**src/rtl/chsel_pkg.sv**
```systemverilog
package chsel_pkg;

    // Which side of a line currently owns the low level.
    typedef enum logic [1:0] {
        DIR_NONE = 2'd0,  // no source, both sides released
        DIR_DOWN = 2'd1,  // upstream is source, block drives downstream
        DIR_UP   = 2'd2   // downstream is source, block drives upstream
    } dir_e;

    localparam int N_LINES  = 2;
    localparam int LINE_SDA = 0;
    localparam int LINE_SCL = 1;

    // Cycles a line stays owned after its source releases: hold plus echo guard.
    function automatic int owned_tail(input int hold, input int stages);
        return hold + stages + 1;
    endfunction

endpackage

```
**src/rtl/chsel_sync.sv**
```systemverilog
module chsel_sync #(
    parameter int W      = 10,
    parameter int STAGES = 2
) (
    input  logic         clk,
    input  logic         rst,
    input  logic [W-1:0] d,
    output logic [W-1:0] q
);
    logic [STAGES-1:0][W-1:0] pipe;

    always_ff @(posedge clk) begin
        if (rst) begin
            pipe <= '1;
        end else begin
            pipe[0] <= d;
            for (int s = 1; s < STAGES; s++) begin
                pipe[s] <= pipe[s-1];
            end
        end
    end

    assign q = pipe[STAGES-1];
endmodule

```
**src/rtl/chsel_sel_ctrl.sv**
```systemverilog
module chsel_sel_ctrl #(
    parameter int SEL_W = 2
) (
    input  logic             clk,
    input  logic             rst,
    input  logic [SEL_W-1:0] sel_req,
    input  logic             bus_idle,
    output logic [SEL_W-1:0] active
);
    always_ff @(posedge clk) begin
        if (rst) begin
            active <= '0;
        end else if (bus_idle) begin
            active <= sel_req;
        end
    end
endmodule

```
**src/rtl/chsel_line_rep.sv**
```systemverilog
module chsel_line_rep
    import chsel_pkg::*;
#(
    parameter int NUM_CH      = 4,
    parameter int SEL_W       = 2,
    parameter int HOLD_CYC    = 4,
    parameter int SYNC_STAGES = 2
) (
    input  logic              clk,
    input  logic              rst,
    input  logic [SEL_W-1:0]  active,
    input  logic              up_in,
    input  logic [NUM_CH-1:0] dn_in,
    output logic              up_oe,
    output logic [NUM_CH-1:0] dn_oe,
    output logic              idle
);
    localparam int TAIL  = owned_tail(HOLD_CYC, SYNC_STAGES);
    localparam int CNT_W = $clog2(TAIL + 1);
    localparam logic [CNT_W-1:0] LAST     = CNT_W'(TAIL - 1);
    localparam logic [CNT_W-1:0] HOLD_LIM = CNT_W'(HOLD_CYC);

    dir_e             dir;
    logic [CNT_W-1:0] cnt;
    logic             dn_act;
    logic             src_lvl;
    logic             driving;

    assign dn_act  = dn_in[active];
    // Level of the side that started the low; the driven side is ignored.
    assign src_lvl = (dir == DIR_DOWN) ? up_in : dn_act;
    assign driving = (dir != DIR_NONE) && (cnt < HOLD_LIM);

    always_ff @(posedge clk) begin
        if (rst) begin
            dir <= DIR_NONE;
            cnt <= '0;
        end else if (dir == DIR_NONE) begin
            cnt <= '0;
            if (!up_in) begin
                dir <= DIR_DOWN;
            end else if (!dn_act) begin
                dir <= DIR_UP;
            end
        end else if (!src_lvl) begin
            cnt <= '0;                  // source still (or again) low
        end else if (cnt == LAST) begin
            dir <= DIR_NONE;            // hold and echo guard both expired
            cnt <= '0;
        end else begin
            cnt <= cnt + 1'b1;
        end
    end

    assign up_oe = driving && (dir == DIR_UP);
    assign dn_oe = (driving && (dir == DIR_DOWN)) ? (NUM_CH'(1) << active) : '0;
    assign idle  = (dir == DIR_NONE);
endmodule

```
**src/rtl/bus_sel_mux.sv**
```systemverilog
module bus_sel_mux
    import chsel_pkg::*;
#(
    parameter int NUM_CH      = 4,
    parameter int SEL_W       = $clog2(NUM_CH),
    parameter int HOLD_CYC    = 4,
    parameter int SYNC_STAGES = 2
) (
    input  logic              clk,
    input  logic              rst,
    input  logic [SEL_W-1:0]  sel_in,
    input  logic              up_sda_in,
    input  logic              up_scl_in,
    output logic              up_sda_oe,
    output logic              up_scl_oe,
    input  logic [NUM_CH-1:0] dn_sda_in,
    input  logic [NUM_CH-1:0] dn_scl_in,
    output logic [NUM_CH-1:0] dn_sda_oe,
    output logic [NUM_CH-1:0] dn_scl_oe
);
    localparam int PADS = N_LINES * (NUM_CH + 1);

    logic [PADS-1:0]                 pads_s;
    logic [N_LINES-1:0]              up_s;
    logic [N_LINES-1:0][NUM_CH-1:0]  dn_s;
    logic [N_LINES-1:0]              up_oe_w;
    logic [N_LINES-1:0][NUM_CH-1:0]  dn_oe_w;
    logic [N_LINES-1:0]              line_idle;
    logic [SEL_W-1:0]                active_ch;
    logic                            bus_idle;

    chsel_sync #(.W(PADS), .STAGES(SYNC_STAGES)) u_sync (
        .clk (clk),
        .rst (rst),
        .d   ({dn_scl_in, dn_sda_in, up_scl_in, up_sda_in}),
        .q   (pads_s)
    );

    assign up_s[LINE_SDA] = pads_s[0];
    assign up_s[LINE_SCL] = pads_s[1];
    assign dn_s[LINE_SDA] = pads_s[2 +: NUM_CH];
    assign dn_s[LINE_SCL] = pads_s[2 + NUM_CH +: NUM_CH];

    assign bus_idle = (&line_idle) && (&pads_s);

    chsel_sel_ctrl #(.SEL_W(SEL_W)) u_sel (
        .clk      (clk),
        .rst      (rst),
        .sel_req  (sel_in),
        .bus_idle (bus_idle),
        .active   (active_ch)
    );

    for (genvar l = 0; l < N_LINES; l++) begin : g_line
        chsel_line_rep #(
            .NUM_CH      (NUM_CH),
            .SEL_W       (SEL_W),
            .HOLD_CYC    (HOLD_CYC),
            .SYNC_STAGES (SYNC_STAGES)
        ) u_rep (
            .clk    (clk),
            .rst    (rst),
            .active (active_ch),
            .up_in  (up_s[l]),
            .dn_in  (dn_s[l]),
            .up_oe  (up_oe_w[l]),
            .dn_oe  (dn_oe_w[l]),
            .idle   (line_idle[l])
        );
    end

    assign up_sda_oe = up_oe_w[LINE_SDA];
    assign up_scl_oe = up_oe_w[LINE_SCL];
    assign dn_sda_oe = dn_oe_w[LINE_SDA];
    assign dn_scl_oe = dn_oe_w[LINE_SCL];
endmodule

```
**config.mk**
```make
export PLATFORM = sky130hd
export DESIGN_NAME = bus_sel_mux
export DESIGN_NICKNAME = d
export VERILOG_FILES = /design/src/rtl/chsel_pkg.sv /design/src/rtl/chsel_sync.sv /design/src/rtl/chsel_sel_ctrl.sv /design/src/rtl/chsel_line_rep.sv /design/src/rtl/bus_sel_mux.sv
export SDC_FILE = /design/constraint.sdc
export NUM_CORES = 1
export LEC_CHECK = 0
export BUFFER_PORTS_ARGS = -buffer_cell sky130_fd_sc_hd__buf_2
export CORE_MARGIN = 2
export CORE_UTILIZATION = 53
export DETAILED_ROUTE_END_ITERATION = 10
export HOLD_SLACK_MARGIN = 0.05
export PLACE_DENSITY_LB_ADDON = 0.1
export SYNTH_ARGS = -nofsm -noshare
export SYNTH_HDL_FRONTEND = slang
export SYNTH_HIERARCHICAL = 1
export SYNTH_SLANG_ARGS = --single-unit
```
**constraint.sdc**
```tcl
create_clock -name clk -period 1.8 [get_ports clk]
set_input_delay 0.36 -clock clk [delete_from_list [all_inputs] [get_ports clk]]
set_output_delay 0.36 -clock clk [all_outputs]
set_load 0.03 [all_outputs]
```
Word-level counts from Yosys, hierarchy flattened
Index checks and enable logic that the tools add are counted.
{"block": "word_totals", "ff_bits": 32, "output_inout_bits": 10}
{"block": "classes", "n_addsub": 2, "magnitude_cmp": 3, "n_eq_ne": 8, "shift": 1, "muxes": 18, "bitwise": 2, "reduce_logical": 21}
{"op": "$mux 2", "n": 10}
{"op": "$reduce_bool 2->1", "n": 6}
{"op": "$reduce_and 10->1", "n": 1}
{"op": "$mux 4", "n": 2}
{"op": "$reduce_or 4->1", "n": 2}
{"op": "$logic_and 1x1->1", "n": 7}
{"op": "$add 3x1->3 const B", "n": 2}
{"op": "$eq 3x3->1 const B", "n": 2}
{"op": "$lt 3x3->1 const B", "n": 2}
{"op": "$ne 3x3->1 const B", "n": 2}
{"op": "$reduce_and 3->1", "n": 2}
{"op": "$bmux 1 s2", "n": 2}
{"op": "$eq 2x1->1 const B", "n": 2}
{"op": "$eq 2x2->1 const B", "n": 2}
{"op": "$logic_not 2->1", "n": 2}
{"op": "$mux 1", "n": 4}
{"op": "$shl 1x2->4 const A", "n": 1}
{"op": "$lt 2x3->1 const B", "n": 1}
{"op": "$not 1->1", "n": 2}
{"op": "$reduce_and 2->1", "n": 1}

Longest topological paths before layout
{"block": "logic_depth", "word_depth": 5, "depth_mapped": 5}

Hierarchy
The synthesis kept the hierarchy.
{"module": "chsel_sync", "n_inst": 1, "cells_each": 52, "area_per_inst_um2": 623.1, "seq_area_each_um2": 400.4}
{"module": "chsel_line_rep", "n_inst": 2, "cells_each": 32, "area_per_inst_um2": 300.3, "seq_area_each_um2": 100.1}
{"module": "chsel_sel_ctrl", "n_inst": 1, "cells_each": 6, "area_per_inst_um2": 67.6, "seq_area_each_um2": 40.0}
{"module": "bus_sel_mux", "n_inst": 1, "cells_each": 4, "area_per_inst_um2": 28.8, "seq_area_each_um2": 0.0}

Worst setup path after synthesis
No wires, ideal clock.
{"block": "synth_path", "kind": "register to output", "startpoint": "register g_line[1].u_rep.dir[0]", "endpoint": "output port dn_scl_oe[1]", "arrival_time_ps": 1620, "required_time_ps": 1440, "setup_slack_ps": -180, "stages_incl_launch_ff": 3, "n_path_buf": 0, "cell_sequence": "dfxtp_1 > nand2b_1 > nor4b_1"}
{"block": "synth_between", "elab_chain_cells": 4, "word_cells_on_any_way": 5}
{"element": "from (decl)", "line_no": "chsel_line_rep.sv:23", "rtl": "dir_e dir;"}
{"element": "from (signal assigned)", "line_no": "chsel_line_rep.sv:36", "rtl": "dir <= DIR_NONE;"}
{"element": "from (signal assigned)", "line_no": "chsel_line_rep.sv:41", "rtl": "dir <= DIR_DOWN;"}
{"element": "from (signal assigned)", "line_no": "chsel_line_rep.sv:43", "rtl": "dir <= DIR_UP;"}
{"element": "$reduce_bool 2->1", "line_no": "chsel_line_rep.sv:32", "rtl": "assign driving = (dir != DIR_NONE) && (cnt < HOLD_LIM);"}
{"element": "$logic_and 1x1->1", "line_no": "chsel_line_rep.sv:32"}
{"element": "$logic_and 1x1->1 (*)", "line_no": "chsel_line_rep.sv:56", "rtl": "assign dn_oe = (driving && (dir == DIR_DOWN)) ? (NUM_CH'(1) << active) : '0;"}
{"element": "$mux 4 (*)", "line_no": "chsel_line_rep.sv:56"}
{"element": "to (decl)", "line_no": "bus_sel_mux.sv:19", "rtl": "output logic [NUM_CH-1:0] dn_scl_oe"}
Every way passes the cells marked *; elsewhere a longest branch is shown, timed or not.

Final worst setup path
{"block": "layout_path", "startpoint": "register g_line[1].u_rep.cnt[2]", "endpoint": "output port dn_scl_oe[3]"}
{"block": "layout_between", "elab_chain_cells": 4}
{"element": "from (decl)", "line_no": "chsel_line_rep.sv:24", "rtl": "logic [CNT_W-1:0] cnt;"}
{"element": "from (signal assigned)", "line_no": "chsel_line_rep.sv:51", "rtl": "cnt <= cnt + 1'b1;"}
{"element": "$lt 3x3->1", "line_no": "chsel_line_rep.sv:32"}
{"element": "$logic_and 1x1->1", "line_no": "chsel_line_rep.sv:32"}
{"element": "$logic_and 1x1->1", "line_no": "chsel_line_rep.sv:56"}
{"element": "$mux 4", "line_no": "chsel_line_rep.sv:56"}
No other way between the ends.

==> run_results.csv <==
group,metric,value,unit
floorplanning,ioPinCount,24,
worst_setup_path,critPathTopFamily,"flip-flops",
clock_tree,cts.path.max_buffers,2,
synthesis,synth_cell_types,25,
final_layout,post_route_cells_drive_above_1_share,0.340,
sta,worst_clock_skew,0.00352,ns
sta,setup_tns,0,ns
sta,hold_ws,0.210,ns
worst_setup_path,path_cells,"nor2_1 -> and3_2 -> buf_4",
hold_path,holdCritPathClass,"input port to flip-flop",
detailed_routing,drt.antenna.violating_nets,0,
clock_tree,clock_root_buffer,"sky130_fd_sc_hd__clkbuf_4",
detailed_routing,route.detailed.drc,0,
floorplanning,die-area,2910,um^2
synthesis,synth_ff_type,"sky130_fd_sc_hd__dfxtp_1",
synthesis,synthesis_stage_register_bit_count,32,
clock_tree,cts.clk_slew.worst_paths,0.09,ns
placement,place_worst_setup_slack,0.280,ns
power,ir_worst_vdd,0.680,mV
detailed_routing,drt_first_pass_iters,3,
sta,worst_slew_pin_slew,0.467,ns
power,power.total,1300,uW
sta,finalCritPeriodShare,0.936,
worst_setup_path,critical_path.endpoint_type,"output port",
floorplanning,fp.coreArea,2410,um^2
synthesis,synth_area,1320,um^2
floorplanning,site_rows,18,
final_layout,seq_area,648,um^2
global_routing,first_global_vias,834,
flow_run,max-cap-violations,0,
synthesis,synth-seq-area-share,0.485,
power,power.static_leakage,0.000608,uW
final_layout,antenna_cells,0,
sta,setup_failing_eps_final,0,
synthesis,postSynth.asyncResetShare,0,
placement,final_gp_congestion,0.701,
sta,final_critical_path_setup_slack,0.115,ns
synthesis,syn-num-nets,144,
detailed_routing,detailroute.via_count,902,
global_routing,grt_total_usage,0.180,
global_routing,overflow,0,
sta,maxClockFrequency,593,MHz
sta,setup_repair_after_global_routing_missed_its_margin,"false",
sta,drv_slew,0,
worst_setup_path,sort_of_element_at_the_start_of_the_critical_path,"flip-flop",
detailed_routing,postRouteWirelength,2030,um
floorplanning,initial_core_utilization,0.548,
clock_tree,cts_tree,"built",
clock_tree,cts_sinks,32,
floorplanning,die_y,53.9,um
clock_tree,tritoncts.num_buffers,5,
detailed_routing,drt_iter0_markers,3,
worst_setup_path,timing.critical_path.slowest_cell_delay,0.52,ns
final_layout,fillCellCount,207,
clock_tree,clk-insertion-delay-late,0.32,ns
power,cell_pwr_density,867,nW/um^2
detailed_routing,drt-vias-per-instance,5.18,
global_routing,grt_first_pass_wirelength,3530,um
worst_setup_path,cpMaxStageDelayCell,"sky130_fd_sc_hd__dfxtp_1",
placement,placement.io_buffers,23,
outcome,outcome,"complete, no violations",
final_layout,final_cell_mix,"sky130_fd_sc_hd__dfxtp_1 (26), sky130_fd_sc_hd__buf_2 (21), sky130_fd_sc_hd__or2_1 (20)",
sta,post-route-min-period,1.69,ns
synthesis,synth.avg_cell_area,10.5,um^2
global_routing,grt_max_degree,35,
worst_setup_path,cp.arrival,1.33,ns
synthesis,postSynthCellCount,126,
synthesis,synth_enable_flop_cells,0,
clock_tree,postCtsSetupRepairBufs,0,
sta,max-slew-margin-rel,0.689,
floorplanning,fp.dieW,53.9,um
worst_setup_path,cp_max_fo,8,
final_layout,areaGrowthSynthToFinish,13.6,%
worst_setup_path,worstPathRequired,1.44,ns
worst_setup_path,timing_worst_setup_path_type,"flip-flop to output port",
detailed_routing,wl_per_cell,11.7,um
worst_setup_path,critical_path.n_buffers_inverters,1,
global_routing,initial_antenna_violation_count,0,
clock_tree,ctsHoldBuffers,0,
placement,hpwlAfterDp,1490,um
clock_tree,ctsHtreeMaxLevel,2,
final_layout,final_nets,161,
final_layout,multi_input_combinational_cell_area,604,um^2
sta,report.final.hold_viol_count,0,
synthesis,yosys_warnings,6,
final_layout,layout_commonest_cell,"sky130_fd_sc_hd__dfxtp_1",
-- sequential cells by signal, summed over array words and instances, names as in the netlist --
register	cells
g_line.u_rep/cnt	6
u_sync/q	10
u_sel/active	2
u_sync/pipe	10
g_line.u_rep/dir	4
-- synthesized netlist by cell type (all sizes together) (3+ instances only) --
| library cell | count | area (um^2) |
|---|---|---|
| nor3 | 3 | 20.0 |
| ha | 4 | 50.1 |
| nand4 | 3 | 18.8 |
| nor4b | 4 | 35.0 |
| nor2 | 6 | 22.5 |
| or2 | 20 | 125 |
| dfxtp | 32 | 641 |
| inv | 6 | 22.5 |
| mux2i | 4 | 40.0 |
| nor4 | 8 | 50.1 |
| buf | 12 | 97.6 |
-- routing by layer --
layer	track usage	up-vias	routed length, um
li1	-	467	-
met1	0.193	403	865
met2	0.293	26	969
met3	0.0806	6	141
met4	0.103	0	51
met5	0	-	0
-- cell type report --
type	count	share of cell area
multi-input combinational	74	0.403
clock buffer	8	0.0392
tap	30	0.0250
inverter	6	0.0150
timing repair buffer	24	0.0851
sequential	32	0.432
-- stage by stage --
stage,std cells,area (um^2),utilization
floorplan,126,1360,-
global placement,166,1410,0.586
detailed placement,166,1410,0.586
CTS,174,1480,0.616
global route,174,1500,0.622
finish,174,1500,0.622
-- power by group --
group	switching, uW	leakage, uW	internal (uW)	total (uW)
Sequential	25.6	0.000266	741	767
Combinational	68.5	0.000309	62.2	131
Clock	210	0.0000326	192	403
Total	304	0.000608	996	1300
-- worst paths after layout --
check	depth (start not counted)	end	slack, ns	from
worst max-delay path	3	dn_scl_oe[3]	0.11	g_line[1].u_rep/cnt[2]$_SDFF_PP0_
worst min-delay path	2	u_sync/pipe[9]$_SDFF_PP1_	0.21	dn_scl_in[3]
worst max register to register	3	g_line[0].u_rep/cnt[2]$_SDFF_PP0_	0.39	u_sel/active[0]$_SDFFE_PP0P_
worst min register to register	1	u_sync/q[1]$_SDFF_PP1_	0.40	u_sync/pipe[1]$_SDFF_PP1_
-- repair_timing --
item | CTS | global route
endpoints found under the setup margin | 6 | 6
pin swaps | 0 | 0
gates cloned | 0 | 0
resized for setup | 6 | 6
-- cell families after synthesis --
logic type / after synthesis / share of synthesized area
xor gates and xnor gates: 2 / 0.0133
and+or+nand+nor: 52 / 0.244
DFF: 32 / 0.485
adders and majority gates: 4 / 0.0379
muxes: 6 / 0.0645
AOI/OAI and AO/OA: 10 / 0.0588
buffers and inverters: 20 / 0.0967
No activity file was read; power rests on OpenSTA's default activity.
